`config.mk`:
```
export PLATFORM = sky130hd
export DESIGN_NAME = intr_ack_chain
export DESIGN_NICKNAME = d
export VERILOG_FILES = /design/src/rtl/intr_chain_pkg.sv /design/src/rtl/irq_pending_bank.sv /design/src/rtl/ack_chain_link.sv /design/src/rtl/vector_table.sv /design/src/rtl/intr_ack_chain.sv
export SDC_FILE = /design/constraint.sdc
export NUM_CORES = 1
export LEC_CHECK = 0
export ABC_AREA = 1
export BUFFER_PORTS_ARGS = -buffer_cell sky130_fd_sc_hd__buf_2
export CORE_UTILIZATION = 55
export DETAILED_ROUTE_END_ITERATION = 12
export GPL_ROUTABILITY_DRIVEN = 0
export PLACE_DENSITY_LB_ADDON = 0.05
export SLEW_MARGIN = 40
export SYNTH_ARGS = -nofsm -noshare
export SYNTH_HDL_FRONTEND = slang
export SYNTH_SLANG_ARGS = --single-unit
export TNS_END_PERCENT = 10
```
`constraint.sdc`:
```
create_clock -name clk -period 3.28 [get_ports clk]
set_input_delay 0.164 -clock clk [delete_from_list [all_inputs] [get_ports clk]]
set_output_delay 0.164 -clock clk [all_outputs]
set_load 0.005 [all_outputs]
```
`src/rtl/intr_chain_pkg.sv`:
```
package intr_chain_pkg;
  localparam int unsigned DEF_NUM_DEV = 4;
  localparam int unsigned DEF_VEC_W   = 8;

  function automatic int unsigned idx_bits(input int unsigned n);
    return (n < 2) ? 1 : $clog2(n + 1);
  endfunction
endpackage

```
`src/rtl/irq_pending_bank.sv`:
```
module irq_pending_bank #(
  parameter int unsigned NUM_DEV = 4
) (
  input  logic               clk,
  input  logic               rst_n,
  input  logic [NUM_DEV-1:0] dev_req,
  input  logic [NUM_DEV-1:0] clr_mask,
  output logic [NUM_DEV-1:0] rise_o,
  output logic [NUM_DEV-1:0] pend_o
);
  logic [NUM_DEV-1:0] req_q;
  logic [NUM_DEV-1:0] pend_q;

  assign rise_o = dev_req & ~req_q;
  assign pend_o = pend_q;

  always_ff @(posedge clk) begin
    if (!rst_n) begin
      req_q  <= '0;
      pend_q <= '0;
    end else begin
      req_q  <= dev_req;
      // a new rising edge outranks a clear landing on the same edge
      pend_q <= (pend_q & ~clr_mask) | rise_o;
    end
  end

  // a request edge is never lost
  a_r1_rise_sets_pending: assert property (@(posedge clk) disable iff (!rst_n)
    (|rise_o) |=> ((pend_q & $past(rise_o)) == $past(rise_o)));
endmodule

```
`src/rtl/ack_chain_link.sv`:
```
module ack_chain_link (
  input  logic ack_in,
  input  logic pend_bit,
  output logic keep,
  output logic ack_out
);
  assign keep    = ack_in & pend_bit;
  assign ack_out = ack_in & ~pend_bit;
endmodule

```
`src/rtl/vector_table.sv`:
```
module vector_table #(
  parameter int unsigned NUM_DEV  = 4,
  parameter int unsigned VEC_W    = 8,
  parameter int unsigned IDX_W    = 3,
  parameter logic [VEC_W-1:0] IDLE_VEC = '0
) (
  input  logic               clk,
  input  logic               rst_n,
  input  logic               cfg_we,
  input  logic [IDX_W-1:0]   cfg_idx,
  input  logic [VEC_W-1:0]   cfg_vec,
  input  logic [NUM_DEV-1:0] grant,
  output logic [VEC_W-1:0]   vec_o,
  output logic               valid_o
);
  logic [VEC_W-1:0] vec_q [NUM_DEV];

  for (genvar i = 0; i < NUM_DEV; i++) begin : g_entry
    always_ff @(posedge clk) begin
      if (!rst_n) begin
        vec_q[i] <= '0;
      end else if (cfg_we && (cfg_idx == IDX_W'(i))) begin
        vec_q[i] <= cfg_vec;
      end
    end
  end

  always_comb begin
    logic [VEC_W-1:0] acc;
    acc = '0;
    for (int i = 0; i < NUM_DEV; i++) begin
      acc = acc | (vec_q[i] & {VEC_W{grant[i]}});
    end
    valid_o = |grant;
    vec_o   = valid_o ? acc : IDLE_VEC;
  end

  // at most one source drives the shared word
  a_r4_grant_onehot: assert property (@(posedge clk) disable iff (!rst_n)
    $onehot0(grant));
  // without a grant the word shows the idle value
  a_r9_idle_word: assert property (@(posedge clk) disable iff (!rst_n)
    !valid_o |-> (vec_o == IDLE_VEC));
endmodule

```
`src/rtl/intr_ack_chain.sv`:
```
module intr_ack_chain
  import intr_chain_pkg::*;
#(
  parameter int unsigned NUM_DEV  = DEF_NUM_DEV,
  parameter int unsigned VEC_W    = DEF_VEC_W,
  parameter int unsigned IDX_W    = idx_bits(NUM_DEV),
  parameter logic [VEC_W-1:0] IDLE_VEC = '0
) (
  input  logic               clk,
  input  logic               rst_n,
  input  logic [NUM_DEV-1:0] dev_req,
  input  logic               cfg_we,
  input  logic [IDX_W-1:0]   cfg_idx,
  input  logic [VEC_W-1:0]   cfg_vec,
  input  logic               ack_n,
  output logic               int_req,
  output logic [NUM_DEV-1:0] grant,
  output logic [VEC_W-1:0]   vec_data,
  output logic               vec_valid
);
  logic               ack_q;
  logic               in_pulse;
  logic               ack_fall;
  logic               ack_rise;
  logic [NUM_DEV-1:0] snap_q;
  logic [NUM_DEV-1:0] pend;
  logic [NUM_DEV-1:0] rise;
  logic [NUM_DEV-1:0] clr_mask;
  logic [NUM_DEV:0]   ack_link;

  assign ack_fall = ack_q & ~ack_n;
  assign ack_rise = ~ack_q & ack_n;
  assign clr_mask = (in_pulse && ack_rise) ? grant : '0;
  assign int_req  = |pend;

  always_ff @(posedge clk) begin
    if (!rst_n) begin
      ack_q    <= 1'b1;
      in_pulse <= 1'b0;
      snap_q   <= '0;
    end else begin
      ack_q <= ack_n;
      if (ack_fall) begin
        in_pulse <= 1'b1;
        snap_q   <= pend | rise;
      end else if (ack_rise) begin
        in_pulse <= 1'b0;
      end
    end
  end

  irq_pending_bank #(.NUM_DEV(NUM_DEV)) u_pend (
    .clk(clk), .rst_n(rst_n), .dev_req(dev_req),
    .clr_mask(clr_mask), .rise_o(rise), .pend_o(pend)
  );

  assign ack_link[0] = in_pulse;
  for (genvar i = 0; i < NUM_DEV; i++) begin : g_link
    ack_chain_link u_link (
      .ack_in(ack_link[i]), .pend_bit(snap_q[i]),
      .keep(grant[i]), .ack_out(ack_link[i+1])
    );
  end

  vector_table #(
    .NUM_DEV(NUM_DEV), .VEC_W(VEC_W), .IDX_W(IDX_W), .IDLE_VEC(IDLE_VEC)
  ) u_vec (
    .clk(clk), .rst_n(rst_n), .cfg_we(cfg_we), .cfg_idx(cfg_idx),
    .cfg_vec(cfg_vec), .grant(grant), .vec_o(vec_data), .valid_o(vec_valid)
  );

  // a grant only ever goes to a pending source
  a_r4_grant_is_pending: assert property (@(posedge clk) disable iff (!rst_n)
    ((grant & ~pend) == '0));
  // no grant while the acknowledge has been high for two samples
  a_r4_no_grant_idle: assert property (@(posedge clk) disable iff (!rst_n)
    (ack_n && ack_q) |-> (grant == '0));
  // the grant does not move inside an open pulse
  a_r6_grant_frozen: assert property (@(posedge clk) disable iff (!rst_n)
    (in_pulse && $past(in_pulse)) |-> $stable(grant));
  // closing the pulse drops the valid flag
  a_r7_close_drops_valid: assert property (@(posedge clk) disable iff (!rst_n)
    ack_rise |=> !vec_valid);
  // the winner's pending bit is gone unless it rose again
  a_r7_winner_cleared: assert property (@(posedge clk) disable iff (!rst_n)
    (ack_rise && vec_valid) |=> ((pend & $past(grant & ~rise)) == '0));
endmodule

```
==> impl_metrics.py, run 1 <==
metrics = {
    "grt": {
        "globalRouteOverflowTotal": 0,
        "grt_antenna_before_repair": 0,
        "track_usage_pct": 21.1,
        "grt_max_degree": 20,
        "vias_in_the_first_global_route": 1401,
        "first_pass_grt_wire_length_mm": 6.11,
    },
    "worst_hold_path": {
        "hold_path_class": "in2reg",
    },
    "power_and_ir_drop": {
        "post-layout-total-power_mw": 1.04,
        "pwr_density_cell_nw_per_um2": 458,
        "static_leakage_nw": 1.10,
        "vdd_drop_max_mv": 0.256,
    },
    "floorplan": {
        "die_width_um": 62.4,
        "initial_core_util_pct": 58.8,
        "floorplan.die_area_sq_um": 3900,
        "fp.coreArea_sq_um": 3420,
        "placement_rows": 21,
        "io_pins": 33,
        "chipHeight_um": 62.4,
    },
    "routing": {
        "drtIter0Drc": 55,
        "route.final.wire_length_mm": 3.81,
        "detailedRoute.firstPassIterationCount": 5,
        "dr_total_vias": 1530,
        "routed_len_inst_um": 12.5,
        "drc": 0,
        "viasPerCell": 5.02,
        "ant_nets": 0,
    },
    "setup_path": {
        "critical_path_class": "reg2out",
        "critPathTopFamily": "buffers and inverters",
        "cp-start-kind": "register",
        "rr_worst_depth": 3,
        "worst-r2r-setup-slack_ns": 2.25,
        "timing.critical_path.arrival_ns": 1.62,
        "reg2reg_to": "snap_q[1]$_SDFFE_PN0P_",
        "critical_path.max_fanout": 10,
        "critical_path_cell_count": 7,
        "cpPeakStageDelay_ns": 0.38,
        "critPathMostFrequentCell": "sky130_fd_sc_hd__nand2_1",
        "critPathSlowestCell": "sky130_fd_sc_hd__dfxtp_1",
        "worst_setup_path_endpoint": "vec_data[6]",
        "crit_chain": "nand2_1, clkinv_1, nand2_1, nand2_1, a21oi_1, nand2_1, buf_2",
        "crit_path_start": "in_pulse$_SDFFE_PN0P_",
        "setup.worst_path.end_class": "primary output",
        "rr_startpoint": "ack_q$_SDFF_PN1_",
        "critPathRequiredTime_ns": 3.12,
        "cp_num_buf_inv": 2,
    },
    "cts": {
        "cts_num_sinks": 46,
        "clk_pin_slew_ns": 0.13,
        "later_pin_clock_latency_in_the_skew_report_ns": 0.35,
        "cts_tree": "done",
        "cts-buffers-inserted": 5,
        "cell_at_the_root_of_the_clock_tree": "sky130_fd_sc_hd__clkbuf_4",
        "cts-resized-gates": 0,
        "cts_htree_levels": 2,
        "clock_tree.buffer_depth": 2,
    },
    "sta": {
        "max_freq_mhz": 560,
        "max-slew-margin-rel_pct": 49.7,
        "final_number_of_hold_violating_endpoints": 0,
        "setup_viol_count_final": 0,
        "largest_clock_skew_in_the_final_design_ns": 0.0109,
        "fin_crit_sh_pct": 54.5,
        "setup_total_negative_slack_ns": 0,
        "slew_violations": 0,
        "max_slew.worst_pin.slew_ns": 0.750,
        "layout_min_cycle_time_ns": 1.79,
        "rsz0062_at_grt": "no",
    },
    "synth": {
        "synth_seq_cells": 46,
        "synth.most_common_cell": "sky130_fd_sc_hd__nand2_1",
        "postSynthCellCount": 222,
        "yosys_warnings": 0,
        "synthesized_area_sq_um": 2010,
        "yosys_most_used_dff": "sky130_fd_sc_hd__edfxtp_1",
        "synth_top_cells_by_count": "sky130_fd_sc_hd__nand2_1 (58), sky130_fd_sc_hd__nor2_1 (39), sky130_fd_sc_hd__edfxtp_1 (32)",
        "ys_async_sr_fraction_pct": 0,
        "net_count_after_synthesis": 243,
        "yosys.area.top_type_share_pct": 47.9,
        "synth_top_area_cell": "sky130_fd_sc_hd__edfxtp_1",
        "synth_area_leaders": "sky130_fd_sc_hd__edfxtp_1 (48%), sky130_fd_sc_hd__dfxtp_1 (14%), sky130_fd_sc_hd__nand2_1 (11%), sky130_fd_sc_hd__nor2_1 (7.3%), sky130_fd_sc_hd__inv_1 (5.4%)",
        "mean_post_synth_cell_area_sq_um": 9.05,
        "sequential_cell_area_fraction_in_the_yosys_report_pct": 61.8,
        "synth_cell_type_count": 20,
        "synth_edf_count": 32,
    },
    "flow_run": {
        "drv.max_cap_violation_count": 0,
    },
    "outcome": {
        "outcome": "finished clean",
    },
    "final_layout": {
        "antenna_cells_inserted": 0,
        "area.growth.synth_to_final_pct": 13.5,
        "post_route_cells_drive_above_1_share_pct": 17.4,
        "final_nets": 279,
    },
    "placement": {
        "io_buffer_count": 32,
        "hpwlAfterDp_mm": 2.81,
    },
}
worst min path at each step:
| stage | from | to | slack [ns] | cells after the start |
|---|---|---|---|---|
| final | dev_req[0] | u_pend.req_q[0]$_SDFF_PN0_ | 0.01 | 3 |
| after global routing | ack_n | ack_q$_SDFF_PN1_ | 0.007 | 3 |
| after CTS | ack_n | ack_q$_SDFF_PN1_ | 0.005 | 3 |
| after detailed placement | dev_req[2] | u_pend.req_q[2]$_SDFF_PN0_ | 0.36 | 3 |
| after global placement | dev_req[2] | u_pend.req_q[2]$_SDFF_PN0_ | 0.36 | 3 |
| after floorplan | dev_req[0] | u_pend.req_q[0]$_SDFF_PN0_ | 0.26 | 2 |
power breakdown:
group	switching [mW]	internal (mW)	leakage [nW]
registers	0.0151	0.659	0.426
logic	0.0621	0.0373	0.634
clock network	0.166	0.104	0.0353
total	0.243	0.800	1.10
metrics by stage:
| step | worst slack [ns] | cells | hold WS [ns] | area, sq um | util [%] |
|---|---|---|---|---|---|
| 2_1_floorplan | 1.90 | 222 | 0.257 | 2010 | - |
| 3_5_place_dp | 1.80 | 294 | 0.360 | 2190 | 64.1 |
| 6_report | 1.49 | 305 | 0.0124 | 2280 | 66.7 |
| 3_3_place_gp | 1.55 | 294 | 0.357 | 2190 | 64.1 |
| 4_1_cts | 1.45 | 305 | 0.00453 | 2280 | 66.7 |
| 5_1_grt | 1.30 | 305 | 0.00727 | 2280 | 66.7 |
area by class of cell:
| class | instances | area [sq um] |
|---|---|---|
| timing repair buffer | 36 | 198 |
| inverter | 33 | 125 |
| tap | 46 | 57.6 |
| multi-input combinational | 136 | 598 |
| fill | 292 | 1140 |
| clock inverter | 1 | 5.00 |
| sequential | 46 | 1240 |
| clock buffer | 7 | 55.1 |
routing by layer:
metal	up-vias	routed length (um)	GRT usage, %
met2	57	1880	36.5
met3	11	279	5.66
met4	0	104	10.5
met1	685	1550	23.8
met5	-	0	0
li1	777	-	-
worst min-delay path, stage by stage:
cell	delay [ns]
sky130_fd_sc_hd__buf_2	0.09
sky130_fd_sc_hd__nand2_1	0.04
sky130_fd_sc_hd__inv_1	0.04
repair_timing:
action / 4_1_cts / 5_1_grt
hold buffers: 3 / 0
setup endpoints to repair: 0 / 0
setup buffers: 0 / 0
endpoints found under the hold margin: 3 / 0
cells by family after synthesis:
group / count (synthesis) / synth area share (%)
buf+inv: 40 / 8.41
flops: 46 / 61.8
simple gates: 106 / 21.3
fa+ha+maj: 2 / 1.25
compound gates: 28 / 7.23
cells in the final DEF (no fill, tap or decap), drive strengths merged:
master       instances
clkbuf               7
nand2               59
inv                 31
nor3b                1
a21oi               13
ha                   2
buf                 33
nand3                5
a31oi                4
nand4                1
nor2                39
dlygate4sd3          3
nand3b               1
edfxtp              32
o21ai               11
clkinv               3
dfxtp               14
sequential cells by signal, indices dropped and copies added, names as in the netlist:
name and count:
u_vec.vec_q 32, snap_q 4, u_pend.req_q 4, u_pend.pend_o 4
ack_q 1, in_pulse 1
Power figures use the tool's default switching activity.
==> run 2: changes to the inputs <==
clock period = 1.72 ns   (was 3.28 ns; I/O delays follow)
==> run 2 against run 1 <==
Net effect:
- utilization is 2.1 points higher
- sequential share of layout area is 1.6 points lower
- clock skew decreased by 0.0045 ns
- design area rose by 3.1%
- highest routed layer unchanged
- critical path depth shrank 1
==> impl_metrics.py, run 2 (synthesized netlist as in run 1, its figures left out) <==
metrics = {
    "grt": {
        "first_pass_grt_wire_length_mm": 6.25,
        "vias_in_the_first_global_route": 1419,
        "globalRouteOverflowTotal": 0,
        "grt_antenna_before_repair": 0,
        "grt_max_degree": 20,
        "track_usage_pct": 21.2,
    },
    "final_layout": {
        "post-route-cell-area_sq_um": 2350,
        "register_area_sq_um": 1240,
        "post_route_cells_drive_above_1_share_pct": 19.5,
        "multi_input_area_sq_um": 598,
        "largest_register_ffs": 32,
        "top_register": "u_vec.vec_q",
        "area.growth.synth_to_final_pct": 17.0,
        "layout_commonest_cell": "sky130_fd_sc_hd__nand2_1",
        "layout_common_cells": "sky130_fd_sc_hd__nand2_1 (58), sky130_fd_sc_hd__nor2_1 (39), sky130_fd_sc_hd__buf_2 (32), sky130_fd_sc_hd__edfxtp_1 (32), sky130_fd_sc_hd__inv_1 (29)",
        "utilization_pct": 68.8,
        "final_nets": 287,
        "num-fill-cells": 285,
        "antenna_cells_inserted": 0,
    },
    "setup_path": {
        "critical_path_class": "reg2out",
        "timing.critical_path.arrival_ns": 1.51,
        "rr_worst_depth": 7,
        "critPathSlowestCell": "sky130_fd_sc_hd__dfxtp_2",
        "worst-r2r-setup-slack_ns": 0.71,
        "cp_num_buf_inv": 3,
        "critical_path.max_fanout": 10,
        "setup.worst_path.end_class": "primary output",
        "critPathTopFamily": "buffers and inverters",
        "reg2reg_to": "u_pend.pend_o[2]$_SDFF_PN0_",
        "rr_startpoint": "ack_q$_SDFF_PN1_",
        "cp-start-kind": "register",
        "crit_chain": "nand2_1, clkinvlp_4, buf_4, nor2_1, nand3_1, buf_2",
        "cpPeakStageDelay_ns": 0.36,
        "critPathRequiredTime_ns": 1.63,
    },
    "worst_hold_path": {
        "min_to": "ack_q$_SDFF_PN1_",
        "hold_path_class": "in2reg",
        "hold_path.startpoint": "rst_n",
        "hold_path_depth": 2,
    },
    "routing": {
        "drc": 0,
        "routed_len_inst_um": 11.6,
        "ant_nets": 0,
        "drtIter0Drc": 48,
        "viasPerCell": 4.78,
        "route.final.wire_length_mm": 3.63,
        "detailedRoute.firstPassIterationCount": 4,
        "dr_total_vias": 1497,
    },
    "floorplan": {
        "initial_core_util_pct": 58.8,
        "floorplan.die_area_sq_um": 3900,
        "chipHeight_um": 62.4,
        "fp.coreArea_sq_um": 3420,
        "die_width_um": 62.4,
        "placement_rows": 21,
        "io_pins": 33,
    },
    "sta": {
        "setup_viol_count_final": 0,
        "rsz0062_at_grt": "yes",
        "largest_clock_skew_in_the_final_design_ns": 0.00634,
        "least_setup_slack_across_all_paths_after_layout_ns": 0.122,
        "final_number_of_hold_violating_endpoints": 0,
        "slew_violations": 0,
        "max_freq_mhz": 626,
        "fin_crit_sh_pct": 92.9,
        "finalHoldWorstSlack_ns": 0.0688,
        "max_slew.worst_pin.slew_ns": 0.329,
        "layout_min_cycle_time_ns": 1.60,
        "max-slew-margin-rel_pct": 78.0,
    },
    "cts": {
        "cell_at_the_root_of_the_clock_tree": "sky130_fd_sc_hd__clkbuf_4",
        "clock_tree.buffer_depth": 2,
        "later_pin_clock_latency_in_the_skew_report_ns": 0.34,
        "cts-buffers-inserted": 5,
        "cts_num_sinks": 46,
        "cts_htree_levels": 2,
        "clk_pin_slew_ns": 0.12,
        "cts_tree": "done",
    },
    "placement": {
        "place_ws_ns": 0.395,
        "io_buffer_count": 32,
        "place_area_sq_um": 2210,
        "hpwlAfterDp_mm": 2.60,
    },
    "power_and_ir_drop": {
        "post-layout-total-power_mw": 2.00,
        "pwr_density_cell_nw_per_um2": 849,
        "static_leakage_nw": 1.13,
        "vdd_drop_max_mv": 0.538,
    },
    "outcome": {
        "outcome": "finished clean",
    },
    "flow_run": {
        "drv.max_cap_violation_count": 0,
    },
}
## run 2: cell count changes in the layout (fill, tap and decap cells not counted), sizes merged
cell / before / now
inv: 31 / 32
clkinvlp: 0 / 1
dlygate4sd3: 3 / 5
clkbuf: 7 / 8
buf: 33 / 39
clkinv: 3 / 0
## run 2: area by class of cell
cell class / instances / share of cell area, %
flip-flops and latches: 46 / 52.9
multi-input cells: 136 / 25.5
repair buffers: 44 / 11.2
inverters: 33 / 5.54
clock buffers: 8 / 2.50
well taps: 46 / 2.45
## run 2: worst reg2reg max path, cell delays in order (launching register included)
cell and delay (ns):
sky130_fd_sc_hd__dfxtp_1 0.35, sky130_fd_sc_hd__inv_1 0.04, sky130_fd_sc_hd__ha_1 0.19, sky130_fd_sc_hd__nand2_1 0.07, sky130_fd_sc_hd__inv_1 0.05, sky130_fd_sc_hd__nand3_1 0.08, sky130_fd_sc_hd__nand2_1 0.05, sky130_fd_sc_hd__a21oi_1 0.11
## run 2: timing repair
action	4_1_cts	5_1_grt
buffers inserted	0	3
resized for setup	0	3
endpoints found under the hold margin	5	0
hold buffers	5	0
endpoints found under the setup margin	0	10
## run 2: worst max path at each step
stage / startpoint / to / cells after the start / slack [ns]
6_report: in_pulse$_SDFFE_PN0P_ / vec_valid / 6 / 0.12
5_1_grt: in_pulse$_SDFFE_PN0P_ / vec_data[0] / 7 / -0.01
2_1_floorplan: cfg_idx[1] / u_vec.vec_q[0][0]$_SDFFCE_PN0P_ / 2 / 0.42
3_3_place_gp: in_pulse$_SDFFE_PN0P_ / vec_data[1] / 5 / 0.38
3_5_place_dp: in_pulse$_SDFFE_PN0P_ / vec_valid / 5 / 0.40
4_1_cts: in_pulse$_SDFFE_PN0P_ / vec_valid / 5 / 0.002
## run 2: through the flow
stage | setup TNS (ns) | cells
floorplan | 0 | 222
global placement | 0 | 297
detailed placement | 0 | 297
CTS | 0 | 310
global route | -0.0258 | 313
finish | 0 | 313
## run 2: where the power goes
| group | switching (mW) | total (mW) | internal (mW) |
|---|---|---|---|
| Combinational | 0.118 | 0.200 | 0.0820 |
| Clock | 0.309 | 0.512 | 0.202 |
| Sequential | 0.0282 | 1.28 | 1.26 |
## run 2: per-layer routing
layer	share of wire (%)	global-route usage (%)	routed length, um
met5	0	0	0
met2	49	35.5	1770
met3	4.5	4.38	162
met1	45	25.8	1630
met4	1.8	11.0	65
==> run 3: changes to the inputs <==
--- a/config.mk
+++ b/config.mk
@@ -9,2 +9,3 @@
 export BUFFER_PORTS_ARGS = -buffer_cell sky130_fd_sc_hd__buf_2
+export CORE_ASPECT_RATIO = 0.6
 export CORE_UTILIZATION = 55
==> constraint.sdc (replaced) <==
create_clock -name clk -period 1.72 [get_ports clk]
set_input_delay 0.172 -clock clk [delete_from_list [all_inputs] [get_ports clk]]
set_output_delay 0.172 -clock clk [all_outputs]
set_load 0.005 [all_outputs]
==> run 3 against run 2 <==
Net effect:
- first-iteration DRC count grew to 3.0 times the previous value
- register-to-register slack got worse by 0.06 ns
- setup slack worse by 0.013 ns
- critical path depth increased by 1
- routed wire length grew 9.8%
==> impl_metrics.py, run 3 (synthesized netlist as in run 1, its figures left out) <==
metrics = {
    "cts": {
        "cts_tree": "done",
        "clk_pin_slew_ns": 0.08,
        "cts_num_sinks": 46,
        "cts_htree_levels": 2,
        "later_pin_clock_latency_in_the_skew_report_ns": 0.30,
        "clock_tree.buffer_depth": 2,
        "cts-buffers-inserted": 5,
        "cell_at_the_root_of_the_clock_tree": "sky130_fd_sc_hd__clkbuf_8",
    },
    "placement": {
        "place_area_sq_um": 2210,
        "hpwlAfterDp_mm": 2.84,
        "place_ws_ns": 0.291,
        "io_buffer_count": 32,
    },
    "grt": {
        "vias_in_the_first_global_route": 1351,
        "globalRouteOverflowTotal": 0,
        "first_pass_grt_wire_length_mm": 6.58,
        "grt_antenna_before_repair": 0,
        "track_usage_pct": 24.0,
        "grt_max_degree": 20,
    },
    "final_layout": {
        "layout_commonest_cell": "sky130_fd_sc_hd__nand2_1",
        "final_nets": 281,
        "utilization_pct": 68.9,
        "post_route_cells_drive_above_1_share_pct": 20.8,
        "largest_register_ffs": 32,
        "top_register": "u_vec.vec_q",
        "antenna_cells_inserted": 0,
        "area.growth.synth_to_final_pct": 15.4,
        "layout_common_cells": "sky130_fd_sc_hd__nand2_1 (57), sky130_fd_sc_hd__nor2_1 (39), sky130_fd_sc_hd__buf_2 (32), sky130_fd_sc_hd__edfxtp_1 (32), sky130_fd_sc_hd__inv_1 (29)",
        "post-route-cell-area_sq_um": 2320,
    },
    "flow_run": {
        "drv.max_cap_violation_count": 0,
    },
    "setup_path": {
        "critical_path_class": "reg2out",
        "cp-start-kind": "register",
        "timing.critical_path.arrival_ns": 1.44,
        "cp_num_buf_inv": 2,
        "critPathSlowestCell": "sky130_fd_sc_hd__dfxtp_1",
        "critPathRequiredTime_ns": 1.55,
        "critPathTopFamily": "flip-flops",
        "critPathMostFrequentCell": "sky130_fd_sc_hd__nand2_1",
        "critical_path.max_fanout": 9,
        "cpPeakStageDelay_ns": 0.43,
        "setup.worst_path.end_class": "primary output",
        "crit_chain": "nand3_1, inv_4, nand2_1, nand2_1, a21oi_1, nand2_1, buf_2",
    },
    "routing": {
        "drc": 0,
        "routed_len_inst_um": 13.1,
        "viasPerCell": 4.88,
        "dr_total_vias": 1487,
        "detailedRoute.firstPassIterationCount": 4,
        "route.final.wire_length_mm": 3.99,
        "drtIter0Drc": 143,
        "ant_nets": 0,
    },
    "sta": {
        "max-slew-margin-rel_pct": 75.4,
        "max_slew.worst_pin.slew_ns": 0.369,
        "fin_crit_sh_pct": 93.6,
        "layout_min_cycle_time_ns": 1.61,
        "largest_clock_skew_in_the_final_design_ns": 0.00700,
        "finalHoldWorstSlack_ns": 0.0670,
        "rsz0062_at_grt": "yes",
        "final_number_of_hold_violating_endpoints": 0,
        "slew_violations": 0,
        "max_freq_mhz": 621,
        "least_setup_slack_across_all_paths_after_layout_ns": 0.109,
        "setup_viol_count_final": 0,
    },
    "power_and_ir_drop": {
        "post-layout-total-power_mw": 2.09,
        "static_leakage_nw": 1.12,
        "pwr_density_cell_nw_per_um2": 903,
        "vdd_drop_max_mv": 0.549,
    },
    "floorplan": {
        "floorplan.die_area_sq_um": 3900,
        "io_pins": 33,
        "chipHeight_um": 48.8,
        "placement_rows": 16,
        "initial_core_util_pct": 59.7,
        "die_width_um": 80.0,
        "fp.coreArea_sq_um": 3360,
    },
    "outcome": {
        "outcome": "finished clean",
    },
    "worst_hold_path": {
        "hold_path_class": "in2reg",
    },
}
## run 3: cell count changes in the layout (fill, tap and decap cells not counted)
cell | before | now
sky130_fd_sc_hd__clkinvlp_4 | 1 | 0
sky130_fd_sc_hd__clkbuf_8 | 1 | 5
sky130_fd_sc_hd__a21oi_2 | 0 | 1
sky130_fd_sc_hd__inv_4 | 1 | 2
sky130_fd_sc_hd__inv_2 | 2 | 1
sky130_fd_sc_hd__nand2_2 | 1 | 2
sky130_fd_sc_hd__dlygate4sd3_1 | 5 | 0
sky130_fd_sc_hd__clkinv_2 | 0 | 3
sky130_fd_sc_hd__a21oi_1 | 13 | 12
sky130_fd_sc_hd__buf_4 | 7 | 6
sky130_fd_sc_hd__nand2_1 | 58 | 57
sky130_fd_sc_hd__clkbuf_4 | 5 | 0
sky130_fd_sc_hd__clkbuf_1 | 2 | 0
## run 3: metrics by stage
| stage | TNS [ns] | cells |
|---|---|---|
| after floorplan | 0 | 222 |
| after global placement | 0 | 296 |
| after detailed placement | 0 | 296 |
| after CTS | 0 | 303 |
| after global routing | -0.0786 | 305 |
| final | 0 | 305 |
## run 3: worst reg2reg max path: cells and delay by family (launching register included)
family | cells | cell delay [ns]
DFF | 1 | 0.35
AOI/OAI and AO/OA | 1 | 0.11
and+or+nand+nor | 3 | 0.24
buffers and inverters | 2 | 0.10
adders and majority gates | 1 | 0.21
## run 3: timing repair
item	CTS	global route
setup endpoints to repair	5	10
setup buffers	0	2
gates resized for setup	1	5
pin swaps	0	1
hold buffers	0	0
## run 3: worst paths after layout
kind / from / to / slack [ns] / cells past startpoint
worst max register to register: ack_q$_SDFF_PN1_ / u_pend.pend_o[3]$_SDFF_PN0_ / 0.65 / 7
worst min register to register: u_pend.pend_o[3]$_SDFF_PN0_ / u_pend.pend_o[3]$_SDFF_PN0_ / 0.47 / 2
worst max-delay path: snap_q[1]$_SDFFE_PN0P_ / vec_data[1] / 0.11 / 7
worst min-delay path: dev_req[2] / u_pend.req_q[2]$_SDFF_PN0_ / 0.07 / 3
## run 3: area by class of cell
type | count | area (sq um)
well taps | 45 | 56.3
multi-input cells | 136 | 604
flip-flops and latches | 46 | 1240
clock buffers | 5 | 68.8
repair buffers | 38 | 205
clock inverters | 2 | 10.0
inverters | 33 | 130
fillers | 277 | 1050
## run 3: per-layer routing
| layer | up-vias | global-route usage, % | share of wire (%) |
|---|---|---|---|
| li1 | 779 | - | - |
| met4 | 0 | 9.82 | 1.4 |
| met2 | 59 | 31.8 | 41 |
| met5 | - | 0 | 0 |
| met3 | 7 | 6.73 | 8.9 |
| met1 | 642 | 36.8 | 49 |
## run 3: power by group
| part | leakage, nW | internal (mW) | switching [mW] |
|---|---|---|---|
| sequential | 0.426 | 1.26 | 0.0298 |
| clock | 0.0438 | 0.273 | 0.338 |
| combinational | 0.652 | 0.0743 | 0.121 |
| total | 1.12 | 1.60 | 0.489 |
